## src/rtl/gcw_pkg.sv

```systemverilog
package gcw_pkg;

   typedef enum logic [2:0] {
      WS_IDLE,
      WS_CHECK,
      WS_HDR,
      WS_PAY,
      WS_ADV
   } walk_state_e;

endpackage

```

## src/rtl/gcw_loop_guard.sv

```systemverilog
module gcw_loop_guard #(
   parameter int ADDR_W = 21,
   parameter int PTR_W  = 24,
   parameter bit ENABLE = 1'b1
) (
   input  logic              clk,
   input  logic              rst_n,
   input  logic              clear,
   input  logic              step,
   input  logic [ADDR_W-1:0] cur_addr,
   output logic              hit
);

   if (ADDR_W >= PTR_W) begin : g_bad_width
      $error("gcw_loop_guard: ADDR_W must be below PTR_W");
   end

   if (ENABLE) begin : g_guard
      localparam logic [PTR_W-1:0] EMPTY = '1;
      logic [PTR_W-1:0] last_q;
      logic [PTR_W-1:0] low_q;
      logic [PTR_W-1:0] high_q;
      logic [PTR_W-1:0] cur_ext;

      assign cur_ext = PTR_W'(cur_addr);

      always_ff @(posedge clk or negedge rst_n) begin
         if (!rst_n) begin
            last_q <= EMPTY;
            low_q  <= EMPTY;
            high_q <= EMPTY;
         end else if (clear) begin
            last_q <= EMPTY;
            low_q  <= EMPTY;
            high_q <= EMPTY;
         end else if (step) begin
            if (cur_ext < last_q) low_q <= cur_ext;
            else                  high_q <= cur_ext;
            last_q <= cur_ext;
         end
      end

      assign hit = (cur_ext == low_q) || (cur_ext == high_q);


      guard_fresh_chk: assert property (@(posedge clk) disable iff (!rst_n)
         clear |=> !hit);


      repeat_detect_chk: assert property (@(posedge clk) disable iff (!rst_n)
         step |=> ((cur_addr != $past(cur_addr)) || hit));
   end else begin : g_bypass
      logic unused_guard_in;
      assign unused_guard_in = ^{clear, step, cur_addr};
      assign hit = 1'b0;
   end

endmodule

```

## src/rtl/gcw_step_limit.sv

```systemverilog
module gcw_step_limit #(
   parameter int LIMIT = 2000000
) (
   input  logic clk,
   input  logic rst_n,
   input  logic clear,
   input  logic step,
   output logic over
);

   localparam int            CW  = $clog2(LIMIT + 2);
   localparam logic [CW-1:0] CAP = CW'(LIMIT + 1);

   if (LIMIT < 1) begin : g_bad_limit
      $error("gcw_step_limit: LIMIT must be at least 1");
   end

   logic [CW-1:0] cnt_q;

   always_ff @(posedge clk or negedge rst_n) begin
      if (!rst_n)                    cnt_q <= '0;
      else if (clear)                cnt_q <= '0;
      else if (step && cnt_q != CAP) cnt_q <= cnt_q + CW'(1);
   end

   assign over = (cnt_q == CAP);


   cnt_cap_chk: assert property (@(posedge clk) disable iff (!rst_n)
      cnt_q <= CAP);


   no_step_past_cap_chk: assert property (@(posedge clk) disable iff (!rst_n)
      over |-> !step);

endmodule

```

## src/rtl/gcw_sequencer.sv

```systemverilog
module gcw_sequencer
   import gcw_pkg::*;
#(
   parameter int ADDR_W = 21,
   parameter int DATA_W = 32,
   parameter int PTR_W  = 24,
   parameter int LEN_W  = 8
) (
   input  logic              clk,
   input  logic              rst_n,
   input  logic              start,
   input  logic [PTR_W-1:0]  start_ptr,
   input  logic              loop_hit,
   input  logic              step_over,
   input  logic [DATA_W-1:0] mem_rdata,
   output logic              mem_rd,
   output logic [ADDR_W-1:0] mem_addr,
   output logic              gp_valid,
   output logic [DATA_W-1:0] gp_data,
   output logic              hist_clear,
   output logic              hist_step,
   output logic [ADDR_W-1:0] walk_addr,
   output logic              done,
   output logic [PTR_W-1:0]  done_ptr
);

   localparam logic [ADDR_W-1:0] WORD_STEP = ADDR_W'(4);
   localparam logic [LEN_W-1:0]  LEN_ONE   = LEN_W'(1);

   if (DATA_W != PTR_W + LEN_W) begin : g_bad_header
      $error("gcw_sequencer: DATA_W must equal PTR_W + LEN_W");
   end

   function automatic logic [ADDR_W-1:0] align_ptr(input logic [PTR_W-1:0] p);
      return {p[ADDR_W-1:2], 2'b00};
   endfunction

   walk_state_e       state_q;
   logic [ADDR_W-1:0] cur_q;
   logic [ADDR_W-1:0] paddr_q;
   logic [LEN_W-1:0]  remain_q;
   logic [PTR_W-1:0]  next_q;
   logic              pay_q;
   logic              abort;
   logic [LEN_W-1:0]  hdr_len;
   logic [PTR_W-1:0]  hdr_next;
   logic              unused_ptr_hi;

   assign hdr_len       = mem_rdata[DATA_W-1 -: LEN_W];
   assign hdr_next      = mem_rdata[PTR_W-1:0];
   assign unused_ptr_hi = ^start_ptr[PTR_W-1:ADDR_W];

   assign abort      = (state_q == WS_CHECK) && (loop_hit || step_over);
   assign hist_clear = start && (state_q == WS_IDLE);
   assign walk_addr  = cur_q;
   assign gp_valid   = pay_q;
   assign gp_data    = mem_rdata;

   always_comb begin
      mem_rd    = 1'b0;
      mem_addr  = cur_q;
      hist_step = 1'b0;
      unique case (state_q)
         WS_CHECK: begin
            if (!abort) begin
               mem_rd    = 1'b1;
               hist_step = 1'b1;
            end
         end
         WS_PAY: begin
            mem_rd   = 1'b1;
            mem_addr = paddr_q;
         end
         default: ;
      endcase
   end

   assign done     = abort || ((state_q == WS_ADV) && next_q[PTR_W-1]);
   assign done_ptr = (state_q == WS_ADV) ? next_q : PTR_W'(cur_q);

   always_ff @(posedge clk or negedge rst_n) begin
      if (!rst_n) begin
         state_q  <= WS_IDLE;
         cur_q    <= '0;
         paddr_q  <= '0;
         remain_q <= '0;
         next_q   <= '0;
         pay_q    <= 1'b0;
      end else begin
         pay_q <= (state_q == WS_PAY);
         unique case (state_q)
            WS_IDLE: begin
               if (start) begin
                  cur_q   <= align_ptr(start_ptr);
                  state_q <= WS_CHECK;
               end
            end
            WS_CHECK: begin
               state_q <= abort ? WS_IDLE : WS_HDR;
            end
            WS_HDR: begin
               remain_q <= hdr_len;
               next_q   <= hdr_next;
               paddr_q  <= cur_q + WORD_STEP;
               state_q  <= (hdr_len == '0) ? WS_ADV : WS_PAY;
            end
            WS_PAY: begin
               paddr_q  <= paddr_q + WORD_STEP;
               remain_q <= remain_q - LEN_ONE;
               if (remain_q == LEN_ONE) state_q <= WS_ADV;
            end
            WS_ADV: begin
               if (next_q[PTR_W-1]) begin
                  state_q <= WS_IDLE;
               end else begin
                  cur_q   <= align_ptr(next_q);
                  state_q <= WS_CHECK;
               end
            end
            default: state_q <= WS_IDLE;
         endcase
      end
   end


   gp_follows_read_chk: assert property (@(posedge clk) disable iff (!rst_n)
      gp_valid |-> $past(mem_rd));


   start_reads_header_chk: assert property (@(posedge clk) disable iff (!rst_n)
      hist_clear |=> (mem_rd || done));

endmodule

```

## src/rtl/gfx_chain_walker.sv

```systemverilog
module gfx_chain_walker #(
   parameter int                ADDR_W     = 21,
   parameter int                LEN_W      = 8,
   parameter int                PTR_W      = 24,
   parameter int                DATA_W     = 32,
   parameter int                STEP_LIMIT = 2000000,
   parameter int                BUSY_BIT   = 24,
   parameter logic [DATA_W-1:0] CHAIN_CODE = 32'h0100_0401,
   parameter bit                LOOP_GUARD = 1'b1
) (
   input  logic              clk,
   input  logic              rst_n,
   input  logic              ctl_wr_i,
   input  logic [DATA_W-1:0] ctl_wdata_i,
   input  logic              madr_wr_i,
   input  logic [PTR_W-1:0]  madr_wdata_i,
   output logic [DATA_W-1:0] chan_ctl_o,
   output logic [PTR_W-1:0]  list_ptr_o,
   output logic              irq_o,
   output logic              mem_rd_o,
   output logic [ADDR_W-1:0] mem_addr_o,
   input  logic [DATA_W-1:0] mem_rdata_i,
   output logic              gp_valid_o,
   output logic [DATA_W-1:0] gp_data_o
);

   localparam logic [DATA_W-1:0] BUSY_MASK = DATA_W'(1) << BUSY_BIT;

   if (BUSY_BIT >= DATA_W) begin : g_bad_busy
      $error("gfx_chain_walker: BUSY_BIT out of range");
   end
   if (CHAIN_CODE[BUSY_BIT] != 1'b1) begin : g_bad_code
      $error("gfx_chain_walker: CHAIN_CODE must set the busy bit");
   end

   logic [DATA_W-1:0] ctl_q;
   logic [PTR_W-1:0]  ptr_q;
   logic              irq_q;
   logic              busy;
   logic              start;
   logic              loop_hit;
   logic              step_over;
   logic              hist_clear;
   logic              hist_step;
   logic [ADDR_W-1:0] walk_addr;
   logic              walk_done;
   logic [PTR_W-1:0]  done_ptr;

   assign busy  = ctl_q[BUSY_BIT];
   assign start = ctl_wr_i && !busy && (ctl_wdata_i == CHAIN_CODE);

   always_ff @(posedge clk or negedge rst_n) begin
      if (!rst_n) begin
         ctl_q <= '0;
         ptr_q <= '0;
         irq_q <= 1'b0;
      end else begin
         irq_q <= walk_done;
         if (walk_done) begin
            ctl_q[BUSY_BIT] <= 1'b0;
            ptr_q           <= done_ptr;
         end else if (!busy) begin
            if (ctl_wr_i)
               ctl_q <= (ctl_wdata_i == CHAIN_CODE) ? ctl_wdata_i
                                                    : (ctl_wdata_i & ~BUSY_MASK);
            if (madr_wr_i)
               ptr_q <= madr_wdata_i;
         end
      end
   end

   gcw_sequencer #(
      .ADDR_W(ADDR_W), .DATA_W(DATA_W), .PTR_W(PTR_W), .LEN_W(LEN_W)
   ) u_seq (
      .clk        (clk),
      .rst_n      (rst_n),
      .start      (start),
      .start_ptr  (ptr_q),
      .loop_hit   (loop_hit),
      .step_over  (step_over),
      .mem_rdata  (mem_rdata_i),
      .mem_rd     (mem_rd_o),
      .mem_addr   (mem_addr_o),
      .gp_valid   (gp_valid_o),
      .gp_data    (gp_data_o),
      .hist_clear (hist_clear),
      .hist_step  (hist_step),
      .walk_addr  (walk_addr),
      .done       (walk_done),
      .done_ptr   (done_ptr)
   );

   gcw_loop_guard #(
      .ADDR_W(ADDR_W), .PTR_W(PTR_W), .ENABLE(LOOP_GUARD)
   ) u_guard (
      .clk      (clk),
      .rst_n    (rst_n),
      .clear    (hist_clear),
      .step     (hist_step),
      .cur_addr (walk_addr),
      .hit      (loop_hit)
   );

   gcw_step_limit #(
      .LIMIT(STEP_LIMIT)
   ) u_limit (
      .clk   (clk),
      .rst_n (rst_n),
      .clear (hist_clear),
      .step  (hist_step),
      .over  (step_over)
   );

   assign chan_ctl_o = ctl_q;
   assign list_ptr_o = ptr_q;
   assign irq_o      = irq_q;


   irq_on_fall_chk: assert property (@(posedge clk) disable iff (!rst_n)
      irq_o |-> $fell(chan_ctl_o[BUSY_BIT]));


   fall_gives_irq_chk: assert property (@(posedge clk) disable iff (!rst_n)
      $fell(chan_ctl_o[BUSY_BIT]) |-> irq_o);


   read_only_busy_chk: assert property (@(posedge clk) disable iff (!rst_n)
      mem_rd_o |-> busy);


   locked_ctl_chk: assert property (@(posedge clk) disable iff (!rst_n)
      (busy && !walk_done && (ctl_wr_i || madr_wr_i)) |=> ($stable(chan_ctl_o) && $stable(list_ptr_o)));

endmodule

```

## config.mk

```make
export PLATFORM = sky130hd
export DESIGN_NAME = gfx_chain_walker
export DESIGN_NICKNAME = d
export VERILOG_FILES = /design/src/rtl/gcw_pkg.sv /design/src/rtl/gcw_loop_guard.sv /design/src/rtl/gcw_step_limit.sv /design/src/rtl/gcw_sequencer.sv /design/src/rtl/gfx_chain_walker.sv
export SDC_FILE = /design/constraint.sdc
export NUM_CORES = 1
export LEC_CHECK = 0
export ABC_AREA = 1
export BUFFER_PORTS_ARGS = -buffer_cell sky130_fd_sc_hd__buf_2
export CAP_MARGIN = 15
export CELL_PAD_IN_SITES_DETAIL_PLACEMENT = 1
export CELL_PAD_IN_SITES_GLOBAL_PLACEMENT = 2
export CORE_UTILIZATION = 33
export CTS_BUF_LIST = sky130_fd_sc_hd__clkbuf_8 sky130_fd_sc_hd__clkbuf_16
export DETAILED_ROUTE_END_ITERATION = 16
export GPL_TIMING_DRIVEN = 1
export PLACE_DENSITY = 0.83
export SYNTH_ARGS = -nofsm -noshare
export SYNTH_HDL_FRONTEND = slang
export SYNTH_HIERARCHICAL = 1
export SYNTH_SLANG_ARGS = --single-unit
```

## constraint.sdc

```tcl
create_clock -name clk -period 3.35 [get_ports clk]
set_input_delay 0.335 -clock clk [delete_from_list [all_inputs] [get_ports clk]]
set_output_delay 0.335 -clock clk [all_outputs]
set_load 0.005 [all_outputs]
```

==> results of run 1 <==
==> flip-flops by register name, summed over array words and instances, names as in the netlist <==
register / cells
chan_ctl_o: 32
irq_o: 1
list_ptr_o: 24
u_guard/g_guard.high_q: 22
u_guard/g_guard.last_q: 22
u_guard/g_guard.low_q: 22
u_limit/cnt_q: 21
u_seq/gp_valid: 1
u_seq/next_q: 24
u_seq/paddr_q: 19
u_seq/remain_q: 8
u_seq/state_q: 3
u_seq/walk_addr: 19
==> worst register-to-register path, delay by kind of cell (launching register included) <==
kind	cells	cell delay, ps
mux	1	400
flops	1	640
simple gates	2	900
compound gates	2	570
buf+inv	2	220
==> through the flow <==
stage,instances,utilization [%]
2_1_floorplan,1647,-
3_3_place_gp,2289,36.8
3_5_place_dp,2289,36.8
4_1_cts,2351,39.5
5_1_grt,2351,39.5
6_report,2351,39.5
==> cells in the final DEF (no fill, tap or decap), drive strengths merged, types with 5 or more instances in the layout <==
cell type,instances
dfrtp,152
xor2,20
nor2,173
o21ai,98
nor3,7
dlygate4sd3,12
ha,25
a31oi,48
a21oi,7
inv,143
dfstp,66
clkinv,11
buf,236
xnor2,15
nand2,592
or2,5
nand3,131
clkbuf,33
mux2,10
nand4,18
==> cell type report <==
type | count | area [sq um] | share of cell area (%)
multi-input cells | 1181 | 5760 | 38.8
clock inverters | 17 | 164 | 1.10
flip-flops and latches | 218 | 5540 | 37.3
well taps | 511 | 639 | 4.30
repair buffers | 248 | 1450 | 9.75
clock buffers | 33 | 758 | 5.10
inverters | 143 | 546 | 3.67
==> worst max-delay path by stage <==
stage                                       endpoint             start  depth (start not counted)
after detailed placement  u_guard/g_guard.high_q[17]   ctl_wdata_i[28]                         15
after floorplan                        chan_ctl_o[0]  u_seq/state_q[0]                         12
after global routing                   chan_ctl_o[9]  u_seq/state_q[0]                          9
after CTS                             chan_ctl_o[16]  u_seq/state_q[0]                          7
after global placement    u_guard/g_guard.high_q[17]   ctl_wdata_i[28]                         15
final                                 chan_ctl_o[16]  u_seq/state_q[0]                          7
==> cell families (layout without fill, tap and decap cells) <==
family,count (synthesis),count (layout)
other,1,4
XOR/XNOR,35,35
flip-flops,218,218
AO/OA/AOI/OAI,175,175
multiplexers,10,10
buffers and inverters,248,441
AND/OR/NAND/NOR,932,932
adder cells (fa/ha/maj),25,25
==> per-layer routing <==
layer / vias to the layer above / part of all wire (%) / wire length [um]
li1: 5560 / - / -
met1: 5635 / 46 / 19500
met2: 212 / 47 / 19900
met3: 67 / 3.5 / 1460
met4: 2 / 3.0 / 1270
met5: - / 0.033 / 14
==> cells in the mapped netlist (2+ instances only) <==
cell type	n	area (sq um)
nand2_1	568	2130
nor2_1	162	608
dfrtp_1	152	3800
inv_1	132	495
nand3_1	112	561
o21ai_0	81	405
dfstp_2	66	1730
a31oi_1	48	300
buf_4	43	323
clkbuf_1	25	93.8
ha_1	25	313
nand2_2	22	138
xor2_1	20	175
nand4_1	18	113
buf_2	17	85.1
nand3_2	17	170
buf_6	16	180
xnor2_1	15	131
o21ai_1	14	70.1
nor2_2	9	56.3
mux2_4	8	120
a21oi_1	6	30.0
nor3_1	6	30.0
or2_2	5	31.3
clkbuf_8	4	55.1
clkinv_1	4	15.0
inv_2	4	15.0
o221ai_1	4	35.0
o22ai_1	4	25.0
a22oi_1	3	22.5
nand3b_1	3	22.5
nor4_1	3	18.8
o21ai_2	3	26.3
a22o_1	2	17.5
mux2_2	2	22.5
nand2_4	2	22.5
nand3_4	2	35.0
nor2_4	2	22.5
o211ai_1	2	15.0
==> power by group through the flow <==
stage / combinational, mW / sequential (mW) / clock (mW)
finish: 0.369 / 2.74 / 3.03
detailed placement: 0.367 / 2.79 / 0
CTS: 0.380 / 2.74 / 3.10
global route: 0.414 / 2.75 / 3.19
floorplan: 0.142 / 2.78 / 0
global placement: 0.357 / 2.78 / 0
==> flow_summary.json, run 1 <==
{
  "cp_slowest_stage_delay_ps": 640,
  "cpMaxStageDelayCell": "dfrtp_1",
  "fmax_ghz": 0.351,
  "tns_ps": 0,
  "criticalPathCategory": "flop to flop",
  "ir_drop_mv": 0.361,
  "postSynthCellCount": 1644,
  "ys_seq_area_share_pct": 44.1,
  "die_area_sq_um": 38900,
  "port_buffers": 201,
  "via_per_inst": 4.88,
  "syn-cell-area_sq_um": 12600,
  "finalClockSkew_ps": 16.8,
  "cp_top_family": "simple AND/OR/NAND/NOR gates",
  "numCtsBuffers": 27,
  "cts_root_buffer": "clkbuf_16",
  "antenna_cells": 0,
  "drive_gt1_share_pct": 23.4,
  "ys_seq_elements": 218,
  "synth_xor_area_share_pct": 2.44,
  "worst_pin_slew_ps": 759,
  "cts_hold_repair.buffers": 12,
  "holdPathStages": 3,
  "p_sw_share_pct": 23.6,
  "busiest_layer": "met2",
  "rows": 71,
  "grt_max_degree": 86,
  "yosys_warnings": 6,
  "fin_nets": 1936,
  "wl_per_cell_um": 17.9,
  "slew_violations": 0,
  "grtUsageMet3_pct": 2.87,
  "cts_setup_buffers": 0,
  "holdCritStartpoint": "mem_rdata_i[20]",
  "reg2reg_to": "chan_ctl_o[16]",
  "p_leak_nw": 7.42,
  "post-place-ws_ps": 310,
  "cts_resized": 0,
  "final_cell_area_sq_um": 14900,
  "grt_use_met2_pct": 36.9,
  "clk_path_buf_depth": 3,
  "area_growth_pct": 18.2,
  "grt_first_pass_wirelength_mm": 67.5,
  "fp.dieH_um": 197,
  "synth_edf_count": 0,
  "critPathMaxFanout": 31,
  "min_period_ps": 2850,
  "cts_sinks": 218,
  "fin_ws_ps": 502,
  "gp_congestion": 0.875,
  "rsz0062_at_grt": "false",
  "wl_mm": 42.1,
  "seqPwrFrac_pct": 44.7,
  "reg2reg_from": "u_seq/state_q[0]",
  "track_usage_pct": 22.0,
  "async_flop_share_pct": 100,
  "pin_count": 204,
  "synth_top_family_by_area": "simple AND/OR/NAND/NOR gates",
  "crit_chain": "inv_1 > nor3_1 > o21ai_0 > o21ai_2 > inv_6 > nand3_4 > mux2_2",
  "clk_latency_ps": 560,
  "setup-violations-final": 0,
  "crit_arrival_ps": 3290,
  "power_frac_comb_pct": 6.0,
  "htreeDepth": 1,
  "clkPwrFrac_pct": 49.3,
  "fillers": 4702,
  "switchingPower_mw": 1.45,
  "maxCapViolCount": 0,
  "rr_worst_depth": 7,
  "synth-simple-area-share_pct": 31.6,
  "required_ps": 3790,
  "dr.pass1.iters": 5,
  "drcViolationCount": 0,
  "hold_viol_final": 0,
  "status": "completed",
  "endpoint_kind": "flop",
  "p_int_mw": 4.69,
  "core_area_sq_um": 37600,
  "hold_path.class": "primary input to flop",
  "cp-start-kind": "flop",
  "synth_compound_area_share_pct": 8.04,
  "die_w_um": 197,
  "overflow": 0,
  "p_total_mw": 6.14,
  "grt_use_met1_pct": 29.4,
  "vias": 11500,
  "syn_avg_cell_area_sq_um": 7.64,
  "final_antenna_net_count": 0,
  "crit_buf_inv": 2,
  "grt_pass1_vias": 12000,
  "whs_ps": 20.7,
  "placed_area_sq_um": 13800,
  "drt_iter0_markers": 544,
  "slew_headroom_pct": 49.4,
  "dominantRegCellSynth": "dfrtp_1",
  "synthAdderAreaFrac_pct": 2.49,
  "cts_tree": "yes",
  "yosysUniqueCellTypes": 52,
  "r2r_setup_slack_ps": 500,
  "period_share_pct": 85.0,
  "whs_endpoint": "u_seq/next_q[20]",
  "synth_mux_area_share_pct": 1.14,
  "antenna_found_initial": 2,
  "initial_core_util_pct": 33.4,
  "dp_hpwl_mm": 31.0,
  "clk_pin_slew_ps": 60,
  "power_density_nw_per_um2": 413
}
Note: power is estimated with default switching activity, not from simulation.
==> inputs of run 2 (changes only) <==
- PLACE_DENSITY: 0.83 -> default
- PLACE_DENSITY_LB_ADDON: default -> 0.1
- clock period: 3.35 -> 3.1 ns (I/O delays scaled with it)
==> flow_summary.json, run 2 (synthesized netlist as in run 1, its figures left out) <==
{
  "status": "completed",
  "min_period_ps": 2820,
  "most-common-layout-cells": "nand2_1 (568), buf_2 (200), nor2_1 (161)",
  "vias": 11600,
  "track_usage_pct": 23.5,
  "rsz0062_at_grt": "false",
  "pin_count": 204,
  "clk_latency_ps": 590,
  "setup-violations-final": 0,
  "critPathMaxFanout": 15,
  "rows": 71,
  "slew_headroom_pct": 53.4,
  "cts_setup_buffers": 0,
  "required_ps": 2790,
  "cts_tree": "yes",
  "maxCapViolCount": 0,
  "drcViolationCount": 0,
  "crit_arrival_ps": 2510,
  "finalClockSkew_ps": 16.9,
  "reg2reg_from": "u_seq/walk_addr[19]",
  "period_share_pct": 90.9,
  "switchingPower_mw": 1.66,
  "die_area_sq_um": 38900,
  "p_total_mw": 6.99,
  "fp.dieH_um": 197,
  "cp-start-kind": "flop",
  "cts_sinks": 218,
  "placed_area_sq_um": 14000,
  "slew_violations": 0,
  "wl_mm": 44.5,
  "power_frac_comb_pct": 6.8,
  "fmax_ghz": 0.355,
  "fin_nets": 2019,
  "largest_register_ffs": 32,
  "seqPwrFrac_pct": 42.4,
  "ff_latch_area_sq_um": 5540,
  "overflow": 0,
  "die_w_um": 197,
  "power_density_nw_per_um2": 443,
  "initial_core_util_pct": 33.4,
  "p_leak_nw": 7.84,
  "grt_max_degree": 77,
  "whs_ps": 21.3,
  "criticalPathCategory": "flop to output port",
  "p_int_mw": 5.33,
  "ir_drop_mv": 0.407,
  "drt_iter0_markers": 471,
  "clk_pin_slew_ps": 60,
  "area_growth_pct": 25.5,
  "rr_worst_depth": 15,
  "final_antenna_net_count": 0,
  "endpoint_kind": "output port",
  "clk_path_buf_depth": 3,
  "dp_hpwl_mm": 32.3,
  "reg2reg_to": "chan_ctl_o[2]",
  "p_sw_share_pct": 23.8,
  "numCtsBuffers": 29,
  "final_util_pct": 42.0,
  "worst_pin_slew_ps": 699,
  "gp_congestion": 0.839,
  "port_buffers": 201,
  "cp-endpoint": "mem_addr_o[13]",
  "hold_viol_final": 0,
  "layout_commonest_cell": "nand2_1",
  "hold_path.class": "primary input to flop",
  "multi_input_area_sq_um": 5760,
  "clkPwrFrac_pct": 50.9,
  "final_cell_area_sq_um": 15800,
  "r2r_setup_slack_ps": 310,
  "crit_path_start": "u_seq/state_q[1]",
  "core_area_sq_um": 37600,
  "cts_root_buffer": "clkbuf_16",
  "tns_ps": 0,
  "dr.pass1.iters": 5,
  "antenna_found_initial": 1,
  "fillers": 4659,
  "drive_gt1_share_pct": 23.4,
  "htreeDepth": 1,
  "grt_pass1_vias": 12300,
  "wl_per_cell_um": 18.3,
  "grt_first_pass_wirelength_mm": 71.0,
  "via_per_inst": 4.78
}
run 2: changes by cell type in the layout (fill, tap and decap cells not counted), sizes merged, moves of 2 or more:
cell         change
buf             +16
clkinvlp         -2
clkbuf           +2
dlygate4sd3     +65
clkinv           +2
run 2: how the worst min path moves through the flow:
| stage | start | endpoint | cells after the start |
|---|---|---|---|
| 2_1_floorplan | rst_n | chan_ctl_o[0] | 0 |
| 3_3_place_gp | rst_n | u_limit/cnt_q[13] | 1 |
| 3_5_place_dp | rst_n | u_limit/cnt_q[13] | 1 |
| 4_1_cts | ctl_wdata_i[13] | chan_ctl_o[13] | 3 |
| 5_1_grt | madr_wdata_i[14] | list_ptr_o[14] | 3 |
| 6_report | madr_wdata_i[14] | list_ptr_o[14] | 3 |
run 2: area by class of cell:
class	count	area share [%]
diodes	1	0.0159
well taps	511	4.05
inverters	143	3.48
flip-flops and latches	218	35.1
multi-input cells	1181	36.5
repair buffers	329	14.4
clock buffers	35	5.12
clock inverters	19	1.28
run 2: stage by stage:
stage          cells  setup slack, ps
4_1_cts         2436             26.6
3_3_place_gp    2305             62.8
5_1_grt         2437             66.8
3_5_place_dp    2305             31.0
6_report        2437              281
2_1_floorplan   1647              780
run 2: power by group through the flow:
stage	clock network [mW]	registers (mW)	logic [mW]
floorplan	0	3.01	0.154
global placement	0	3.01	0.398
detailed placement	0	3.01	0.403
CTS	3.66	2.96	0.480
global route	3.76	2.97	0.527
finish	3.56	2.96	0.473
run 2: timing repair:
item,4_1_cts,5_1_grt
endpoints found under the setup margin,0,45
hold endpoints to repair,147,0
gates resized for setup,0,2
hold buffers,77,0
run 2: worst max-delay path, stage by stage (launching register included):
cell and delay (ps):
dfrtp_1 690, nand2_4 90, nor2_4 250, buf_4 300, buf_4 190, nand2_1 60, nand2_1 140, inv_2 80
buf_2 130
run 2: routing by layer:
metal / vias to the layer above / GRT usage (%) / routed length (um)
met2: 207 / 39.0 / 20900
li1: 5730 / - / -
met4: 0 / 5.60 / 1020
met5: - / 0 / 0
met3: 58 / 3.00 / 1450
met1: 5654 / 32.4 / 21200
==> inputs of run 3 (changes only) <==
- ABC_AREA: 1 -> 0
- CORE_MARGIN: default -> 5
- CORE_UTILIZATION: 33 -> 37
- SLEW_MARGIN: default -> 20
==> flow_summary.json, run 3 <==
{
  "synth_top_area_share_pct": 31.9,
  "slew_violations": 0,
  "overflow": 0,
  "fmax_ghz": 0.313,
  "ys_seq_elements": 218,
  "pin_count": 204,
  "gp_congestion": 0.787,
  "synth_edf_count": 0,
  "largest_register_ffs": 32,
  "syn-cell-area_sq_um": 11900,
  "area_growth_pct": 29.0,
  "cts_root_buffer": "clkbuf_16",
  "wl_mm": 37.8,
  "initial_core_util_pct": 37.6,
  "wl_per_cell_um": 21.0,
  "required_ps": 2790,
  "ir_drop_mv": 0.416,
  "endpoint_kind": "output port",
  "cp-start-kind": "flop",
  "fp.dieH_um": 189,
  "fin_ws_ps": -95.8,
  "power_density_nw_per_um2": 926,
  "drive_gt1_share_pct": 42.3,
  "hold_path.class": "primary input to flop",
  "die_area_sq_um": 35900,
  "holdCritStartpoint": "mem_rdata_i[13]",
  "hold_viol_final": 0,
  "synth.area.top_cells": "dfrtp_1 (32%), dfstp_2 (15%), mux2_2 (8.2%)",
  "core_area_sq_um": 31600,
  "async_flop_share_pct": 100,
  "track_usage_pct": 20.7,
  "crit_path_start": "u_guard/g_guard.low_q[6]",
  "maxCapViolCount": 0,
  "reg2reg_from": "u_guard/g_guard.low_q[6]",
  "worst_pin_slew_ps": 890,
  "yosys_warnings": 6,
  "dp_hpwl_mm": 26.6,
  "grt_pass1_vias": 10300,
  "fin_nets": 1497,
  "dr.pass1.iters": 5,
  "via_per_inst": 5.33,
  "setup-violations-final": 4,
  "yosysUniqueCellTypes": 79,
  "postSynthCellCount": 1107,
  "p_total_mw": 14.2,
  "clk_latency_ps": 550,
  "grt_max_degree": 72,
  "grt_first_pass_wirelength_mm": 59.9,
  "syn_avg_cell_area_sq_um": 10.8,
  "violations": "negative setup slack",
  "cts_tree": "yes",
  "status": "finished with violations",
  "port_buffers": 201,
  "rows": 65,
  "slew_headroom_pct": 40.5,
  "vias": 9616,
  "rsz0062_at_grt": "true",
  "ys_seq_area_share_pct": 46.5,
  "clk_pin_slew_ps": 60,
  "numCtsBuffers": 27,
  "cts_sinks": 218,
  "dominantRegCellSynth": "dfrtp_1",
  "final_antenna_net_count": 0,
  "drt_iter0_markers": 395,
  "die_w_um": 189,
  "period_share_pct": 103,
  "critPathMaxFanout": 2,
  "finalClockSkew_ps": 18.7,
  "htreeDepth": 1,
  "post-place-ws_ps": -157,
  "yosys-top-cells-count": "dfrtp_1 (152), nand2_1 (152), mux2_2 (87)",
  "crit_arrival_ps": 2890,
  "antenna_found_initial": 2,
  "min_period_ps": 3200,
  "yosys.area.top_type": "dfrtp_1",
  "clk_path_buf_depth": 3,
  "drcViolationCount": 0,
  "criticalPathCategory": "flop to output port",
  "most-common-layout-cells": "buf_2 (199), nand2_1 (152), dfrtp_1 (150)",
  "layout_commonest_cell": "buf_2",
  "whs_ps": 16.5,
  "p_leak_nw": 7.27
}
-- run 3: changes by cell type after synthesis, sizes merged, moves of 28 or more --
cell and delta:
nand2 -440, nor2 -139, inv -104, nand3 -104, mux2 +99, o21ai -48
a221o +42, a31oi -42, mux2i +28
-- run 3: cells by family (layout without fill, tap and decap cells) --
kind of cell	after synthesis	after routing	share of synthesized area (%)
fa+ha+maj	25	25	2.63
xor+xnor	60	60	4.41
simple gates	342	342	14.5
compound gates	193	193	12.3
buf+inv	131	421	6.25
mux	137	137	13.4
other cells	1	5	0.0315
flops	218	218	46.5
-- run 3: worst paths after layout --
path / to / slack, ps / depth (start not counted)
worst min register to register: u_seq/paddr_q[19] / 480 / 2
max in group asynchronous: chan_ctl_o[14] / 1910 / 3
min in group asynchronous: u_limit/cnt_q[15] / 310 / 2
worst min-delay path: u_seq/next_q[13] / 20 / 2
worst max-delay path: mem_rd_o / -100 / 10
worst max register to register: list_ptr_o[9] / 0 / 11
-- run 3: worst max-delay path, stage by stage, from the launching register on --
cell     delay, ps
dfstp_2        550
xor2_2          70
nor4_2         320
nand4_1        130
or4_4          510
o41ai_4         90
buf_6          160
nor4_4          50
buf_6          140
or2_4          220
buf_6          110
-- run 3: layout make-up --
cell class / count / area (sq um)
clock buffer: 33 / 769
sequential: 218 / 5540
timing repair buffer: 338 / 2360
inverter: 34 / 130
clock inverter: 16 / 96.3
multi-input combinational: 761 / 5960
tap: 402 / 503
antenna: 1 / 2.50
fill: 3410 / 16300
-- run 3: what timing repair did --
item / CTS / global route
pin swaps: 13 / 19
gates cloned: 3 / 0
endpoints found under the hold margin: 112 / 0
buffers inserted: 7 / 6
gates resized for setup: 41 / 54
hold buffers: 45 / 0
endpoints found under the setup margin: 63 / 100
-- run 3: where the power goes --
part           switching (mW)  internal, mW
sequential              0.848          4.05
combinational            3.40          2.87
clock                    1.30          1.77
-- run 3: metrics by stage --
step                      setup TNS [ps]  instances  area, sq um  util [%]
after CTS                          -5020       1801        15200      48.0
after global placement              -921       1699        13600      42.9
after floorplan                        0       1110        11900         -
after detailed placement           -4970       1699        13600      42.9
after global routing               -5560       1803        15400      48.6
final                               -102       1803        15400      48.6
-- run 3: per-layer routing --
metal / vias to the layer above / wire length, um / part of all wire (%) / global-route usage [%]
met3: 49 / 2080 / 5.5 / 4.30
met2: 250 / 17300 / 46 / 32.6
li1: 4497 / - / - / -
met5: - / 7 / 0.019 / 0
met4: 2 / 875 / 2.3 / 5.06
met1: 4818 / 17500 / 46 / 29.4
